## src/rtl/whb_pkg.sv

```systemverilog
package whb_pkg;
  typedef enum logic {
    SLOT_IDLE  = 1'b0,
    SLOT_ARMED = 1'b1
  } slot_state_e;
endpackage

```

## src/rtl/whb_unit_slot.sv

```systemverilog
module whb_unit_slot
  import whb_pkg::*;
#(
  parameter int NUM_REGS = 32,
  localparam int RW = (NUM_REGS > 1) ? $clog2(NUM_REGS) : 1
) (
  input  logic                clk,
  input  logic                rst_n,
  input  logic                load,
  input  logic [RW-1:0]       load_dest,
  input  logic                load_may,
  input  logic                done,
  output logic [NUM_REGS-1:0] clr_vec
);
  slot_state_e st_q, st_d;
  logic [RW-1:0] dest_q, dest_d;
  logic dest_en;

  always_comb begin
    st_d    = st_q;
    dest_d  = dest_q;
    dest_en = 1'b0;
    if (load) begin
      dest_en = 1'b1;
      dest_d  = load_dest;
      st_d    = load_may ? SLOT_ARMED : SLOT_IDLE;
    end else if (done) begin
      st_d = SLOT_IDLE;
    end
  end

  always_ff @(posedge clk or negedge rst_n) begin
    if (!rst_n) begin
      st_q   <= SLOT_IDLE;
      dest_q <= '0;
    end else begin
      st_q <= st_d;
      if (dest_en) dest_q <= dest_d;
    end
  end

  for (genvar i = 0; i < NUM_REGS; i++) begin : g_dec
    assign clr_vec[i] = done && (st_q == SLOT_ARMED) && (dest_q == RW'(i));
  end
endmodule

```

## src/rtl/whb_flag_array.sv

```systemverilog
module whb_flag_array #(
  parameter int NUM_REGS = 32
) (
  input  logic                clk,
  input  logic                rst_n,
  input  logic [NUM_REGS-1:0] set_vec,
  input  logic [NUM_REGS-1:0] clr_vec,
  output logic [NUM_REGS-1:0] flags
);
  for (genvar i = 0; i < NUM_REGS; i++) begin : g_bit
    logic en, d;
    always_comb begin
      en = set_vec[i] | clr_vec[i];
      d  = set_vec[i];
    end
    always_ff @(posedge clk or negedge rst_n) begin
      if (!rst_n)  flags[i] <= 1'b0;
      else if (en) flags[i] <= d;
    end
  end
endmodule

```

## src/rtl/whb_query.sv

```systemverilog
module whb_query #(
  parameter int NUM_REGS = 32
) (
  input  logic [NUM_REGS-1:0] src_mask,
  input  logic [NUM_REGS-1:0] flags,
  output logic                block
);
  always_comb block = |(src_mask & flags);
endmodule

```

## src/rtl/wr_hazard_board.sv

```systemverilog
module wr_hazard_board #(
  parameter int NUM_REGS  = 32,
  parameter int NUM_UNITS = 4,
  parameter int NUM_QRY   = 2,
  localparam int RW = (NUM_REGS > 1) ? $clog2(NUM_REGS) : 1,
  localparam int UW = (NUM_UNITS > 1) ? $clog2(NUM_UNITS) : 1
) (
  input  logic                        clk,
  input  logic                        rst_n,
  input  logic                        iss_valid,
  input  logic [UW-1:0]               iss_unit,
  input  logic [RW-1:0]               iss_dest,
  input  logic                        iss_may_write,
  input  logic [NUM_UNITS-1:0]        fin_valid,
  input  logic [NUM_QRY*NUM_REGS-1:0] qry_src,
  output logic [NUM_QRY-1:0]          qry_block,
  output logic [NUM_REGS-1:0]         pend_o
);
  logic [NUM_REGS-1:0] set_vec;
  logic [NUM_REGS-1:0] clr_vec;
  logic [NUM_REGS-1:0] unit_clr [NUM_UNITS];

  for (genvar i = 0; i < NUM_REGS; i++) begin : g_set
    assign set_vec[i] = iss_valid && iss_may_write && (iss_dest == RW'(i));
  end

  for (genvar u = 0; u < NUM_UNITS; u++) begin : g_unit
    logic load_u;
    assign load_u = iss_valid && (iss_unit == UW'(u));
    whb_unit_slot #(.NUM_REGS(NUM_REGS)) i_slot (
      .clk       (clk),
      .rst_n     (rst_n),
      .load      (load_u),
      .load_dest (iss_dest),
      .load_may  (iss_may_write),
      .done      (fin_valid[u]),
      .clr_vec   (unit_clr[u])
    );
  end

  always_comb begin
    clr_vec = '0;
    for (int u = 0; u < NUM_UNITS; u++) clr_vec = clr_vec | unit_clr[u];
  end

  whb_flag_array #(.NUM_REGS(NUM_REGS)) i_flags (
    .clk     (clk),
    .rst_n   (rst_n),
    .set_vec (set_vec),
    .clr_vec (clr_vec),
    .flags   (pend_o)
  );

  for (genvar q = 0; q < NUM_QRY; q++) begin : g_qry
    whb_query #(.NUM_REGS(NUM_REGS)) i_q (
      .src_mask (qry_src[q*NUM_REGS +: NUM_REGS]),
      .flags    (pend_o),
      .block    (qry_block[q])
    );
  end
endmodule

```

## config.mk

```make
export PLATFORM = sky130hd
export DESIGN_NAME = wr_hazard_board
export DESIGN_NICKNAME = d
export VERILOG_FILES = /design/src/rtl/whb_pkg.sv /design/src/rtl/whb_unit_slot.sv /design/src/rtl/whb_flag_array.sv /design/src/rtl/whb_query.sv /design/src/rtl/wr_hazard_board.sv
export SDC_FILE = /design/constraint.sdc
export NUM_CORES = 1
export LEC_CHECK = 0
export ABC_AREA = 1
export ABC_CLOCK_PERIOD_IN_PS = 1270
export BUFFER_PORTS_ARGS = -buffer_cell sky130_fd_sc_hd__buf_2
export CORE_ASPECT_RATIO = 0.5
export CORE_MARGIN = 5
export CORE_UTILIZATION = 35
export CTS_CLUSTER_DIAMETER = 100
export DETAILED_ROUTE_END_ITERATION = 7
export GPL_TIMING_DRIVEN = 0
export HOLD_SLACK_MARGIN = 0.12
export PLACE_DENSITY = 0.57
export SYNTH_ARGS = -nofsm -noshare
export SYNTH_HDL_FRONTEND = slang
export SYNTH_SLANG_ARGS = --single-unit
```

## constraint.sdc

```tcl
create_clock -name clk -period 1.27 [get_ports clk]
set_clock_uncertainty 0.15 [all_clocks]
set_input_delay 0.1905 -clock clk [delete_from_list [all_inputs] [get_ports clk]]
set_output_delay 0.1905 -clock clk [all_outputs]
set_load 0.005 [all_outputs]
```

* After elaboration in Yosys (flattened, before gate mapping)
Cells that the tools add are included.
** Word-level totals
- Bits in registers :: 56
- Input bits :: 79
- Logic and storage cells :: 433
** Cells by class
- Equal/unequal tests :: 158
- Muxes and demuxes :: 13
- Bitwise logic cells :: 37
- Reduce and logical (&&, ||, !) cells :: 185
** Operator list (count)
- 5-bit equality test (second input constant) :: 80
- 5-bit by 4-bit equality test with 1-bit output (second input constant) :: 40
- 1-bit logical AND :: 169
- 5-bit by 3-bit equality test with 1-bit output (second input constant) :: 20
- 32-bit bitwise OR :: 3
- 32-bit AND :: 2
- 32-bit OR reduction :: 2
- 5-bit by 2-bit equality test with 1-bit output (second input constant) :: 10
- 1-bit bitwise OR :: 32
- 5-bit by 1-bit equality test with 1-bit output (second input constant) :: 5
- 5-bit logical NOT :: 5
- 1-bit two-way mux :: 13
- 2-bit AND reduction :: 4
- 2-bit nonzero test :: 4
- 2-bit equality test (second input constant) :: 2
- 2-bit by 1-bit equality test with 1-bit output (second input constant) :: 1
- 2-bit logical NOT :: 1

* Longest topological paths before layout
- Word-level depth :: 6
- Mapped depth :: 8
- Mapped depth without buffers :: 8

* Modules after synthesis
Synthesis repeated with hierarchy kept, for this count alone.
** Second synthesis, totals
- Cells, all modules :: 818
- Area, all modules :: 4456.8 sq um
** By module, submodules not included
- whb_unit_slot :: times used 4, cells each 90, area each 503.0 sq um, seq. area each 150.1 sq um
- whb_flag_array :: times used 1, cells each 160, area each 1281.2 sq um, seq. area each 800.8 sq um
- wr_hazard_board :: times used 1, cells each 172, area each 690.7 sq um, seq. area each 0.0 sq um
- whb_query :: times used 2, cells each 63, area each 236.5 sq um, seq. area each 0.0 sq um

* Worst setup path before layout
No wires, ideal clock.
- Kind :: register to output
- From :: reg i_flags.flags[27]
- To :: out qry_block[1]
- Arrival :: 934 ps
- Path slack :: -4 ps
- Cell stages (with the launch flop) :: 8
- Cells stage by stage :: dfrtp_1 -> nand2_1 -> nand2_1 -> nor2_1 -> nand2_1 -> nor3_1 -> nand2_1 -> buf_4
** Between the ends
- Cells in the longest elaborated chain, start to end :: 2
** Ends and longest elaborated chain
- from (decl) :: RTL line whb_flag_array.sv:8 : output logic [NUM_REGS-1:0] flags
- from (signal, indexed assignment) :: RTL line whb_flag_array.sv:17 : if (!rst_n) flags[i] <= 1'b0;
- from (signal, indexed assignment) :: RTL line whb_flag_array.sv:18 : else if (en) flags[i] <= d;
- 32-bit AND :: RTL line whb_query.sv:8 : always_comb block = |(src_mask & flags);
- 32-bit OR reduction :: RTL line whb_query.sv:8
- to (decl) :: RTL line wr_hazard_board.sv:16 : output logic [NUM_QRY-1:0] qry_block,
No other way between the ends.

* Worst setup path in the final report
- From :: reg i_flags.flags[14]
- To :: out qry_block[0]
The elaborated chain is that of the path after synthesis.

==> summary.txt <==
Worst setup path startpoint: i_flags.flags[14]
Clock transition at path regs: 0.08 ns
CTS tree: done
Synthesis-to-layout area growth: 60.5%
Drt wl/cell: 17.2 um
Crit path top cell by count: nand2_1
Clk sinks: 56
Die Y: 86.6 um
Multi-input gate area in the final layout: 0.00322 mm2
Placer congestion estimate: 0.990
Die area: 0.0141 mm2
WHS Path Cells: 4
Reg2Reg Depth: 7
Setup WS pre-CTS: -0.382 ns
Tmin final: 1.76 ns
#FFs+latches synth: 56
Pin count of the biggest net entering global routing: 57
Comb power frac: 0.434
Max Cap Viol: 0
Pleak: 3.15 nW
Final instance area: 0.00659 mm2
Fin. max-slew vios: 0
Vias in the first global route: 4921
Hold Crit Class: input port to register
Power Total: 7.75 mW
Die Width: 163 um
CTS buffer count: 5
Drt first pass iters: 8
Vias: 5380
Antenna diode count: 0
Reg area: 0.00144 mm2
Clock power frac: 0.189
Switch Pwr: 3.27 mW
Reg-to-reg startpoint: g_unit[2].i_slot.dest_q[3]
Switching Fraction: 0.422
Gr usage total: 0.251
Antenna violations before repair: 0
Layout cells sized above 1: 0.450
Htree depth: 2
Power Density: 1180 mW/mm2
Root Buffer: clkbuf_16
Input/output buffers: 112
Row Count: 27
Post-synthesis sequential area ratio: 0.341
CP Launch Type: register
Synthesized area per cell: 5.68 um2
Fmax: 567 MHz
CP endpoint kind: primary output
Max Buffers Root-to-Sink: 2
Starting Density: 0.366
Initial DRC Count: 449
Int Power: 4.48 mW
Commonest non-fill, non-tap cell in the layout: nand2_1
Syn_nets: 802
Sequential share of power: 0.377
Core box area: 0.0112 mm2
Reg-to-reg setup timing slack: -0.18 ns
Max-slew headroom: 0.632
Nets@finish: 987
Final setup margin: -0.494 ns
DR vias/cell: 5.04
CP Class: register to primary output
Antenna-violating nets left: 0
Dpl cell area: 0.00486 mm2
RSZ-0062 raised after global routing: true
Worst EP required: 0.93 ns
CP Data Arrival Time: 1.42 ns
Drt total wl: 18400 um
GRT Residual Overflow: 0
Final setup vio count: 43
Slew @ Worst Pin: 0.552 ns
Fillers: 1127
Outcome: finished with violations
Post-synth cell types: 18
Fin util: 0.588
Hold Crit Start: iss_unit[0]
# DRC: 0
Critical Path Fanout Max: 4
Slowest cell on crit path: dfrtp_2
Worst-path cell chain: nand2_1 -> nand4_1 -> nor3_2 -> nand2_1 -> buf_6
Final worst-path cycle share: 1.39
Most frequent cells in the layout: 257 x nand2_1, 110 x nor2_1, 101 x buf_2
Yosys warns: 0
Gate Count Post-Synth: 723
Failing checks: setup timing
Max VDD drop: 0.678 mV
Clock Latency Late Sink: 0.30 ns
First-pass GRT wire length: 27100 um
CP peak stage delay: 0.46 ns
Final hold violation count: 0
Final hold slack: 0.115 ns
I/O pins: 113
Hpwl dp: 12800 um
Netlist Area Pre-Place: 0.00411 mm2
==> registers in the layout (all words and copies together), names as in the netlist <==
register / flops
i_flags.flags: 32
g_unit.i_slot.dest_q: 20
g_unit.i_slot.st_q: 4
==> cell usage after synthesis <==
cell type / count / area (um2)
clkbuf_1: 4 / 15.0
nor2_1: 174 / 653
buf_4: 5 / 37.5
inv_2: 1 / 3.75
nor2_4: 3 / 33.8
o21ai_0: 35 / 175
dfrtp_1: 56 / 1400
nand2_1: 334 / 1250
inv_1: 50 / 188
nand3b_1: 4 / 30.0
nor2_2: 3 / 18.8
nand4_1: 4 / 25.0
and2_1: 2 / 12.5
o21bai_1: 1 / 7.51
nor3_1: 8 / 40.0
nand3_1: 32 / 160
buf_2: 4 / 20.0
nand3_2: 3 / 30.0
==> critical path: cells and delay by family, from the launching register on <==
family / cells / cell delay, ns
flip-flops: 1 / 0.46
buffers and inverters: 1 / 0.13
AND/OR/NAND/NOR: 4 / 0.54
==> power groups by stage <==
stage / sequential [mW] / combinational, mW / clock, mW
2_1_floorplan: 2.59 / 1.21 / 0
3_3_place_gp: 2.79 / 2.05 / 0
3_5_place_dp: 2.80 / 2.07 / 0
4_1_cts: 2.85 / 2.78 / 1.49
5_1_grt: 2.97 / 3.69 / 1.56
6_report: 2.92 / 3.36 / 1.47
==> stage by stage <==
step | instances | TNS, ns
floorplan | 723 | -0.00809
global placement | 994 | -22.84
detailed placement | 994 | -25.16
CTS | 1044 | -4.22
global route | 1068 | -7.61
finish | 1068 | -5.41
==> what timing repair did <==
item	CTS	global route
gates resized for setup	218	127
hold buffers	9	0
pin swaps	74	61
endpoints found under the setup margin	37	104
buffers inserted	32	24
cloned	3	1
hold endpoints to repair	64	0
==> path summary, 6_finish.rpt <==
path                                                   end
worst max register to register            i_flags.flags[4]
min in group asynchronous            g_unit[1].i_slot.st_q
worst min register to register       g_unit[1].i_slot.st_q
worst max-delay path                          qry_block[0]
max in group asynchronous                i_flags.flags[16]
worst min-delay path            g_unit[1].i_slot.dest_q[4]
==> layer usage <==
metal | GRT usage | vias to the layer above | routed length, um
li1 | - | 2592 | -
met1 | 0.378 | 2483 | 8500
met2 | 0.358 | 288 | 7450
met3 | 0.0651 | 17 | 2200
met4 | 0.0525 | 0 | 225
met5 | 0 | - | 0
==> cells by family (layout without fill, tap and decap cells) <==
logic type             Yosys count  count (layout)  share of synthesized area
DFF                             56              56                      0.341
and+or+nand+nor                567             568                      0.550
buffers and inverters           64             249                     0.0643
AOI/OAI and AO/OA               36              36                     0.0445
==> area by class of cell <==
type,count,area share
well taps,159,0.0302
multi-input cells,604,0.488
plain buffers,11,0.0127
inverters,51,0.0330
clock buffers,6,0.0196
flip-flops and latches,56,0.219
repair buffers,179,0.195
clock inverters,2,0.00247
(Power assumes the default switching activity.)
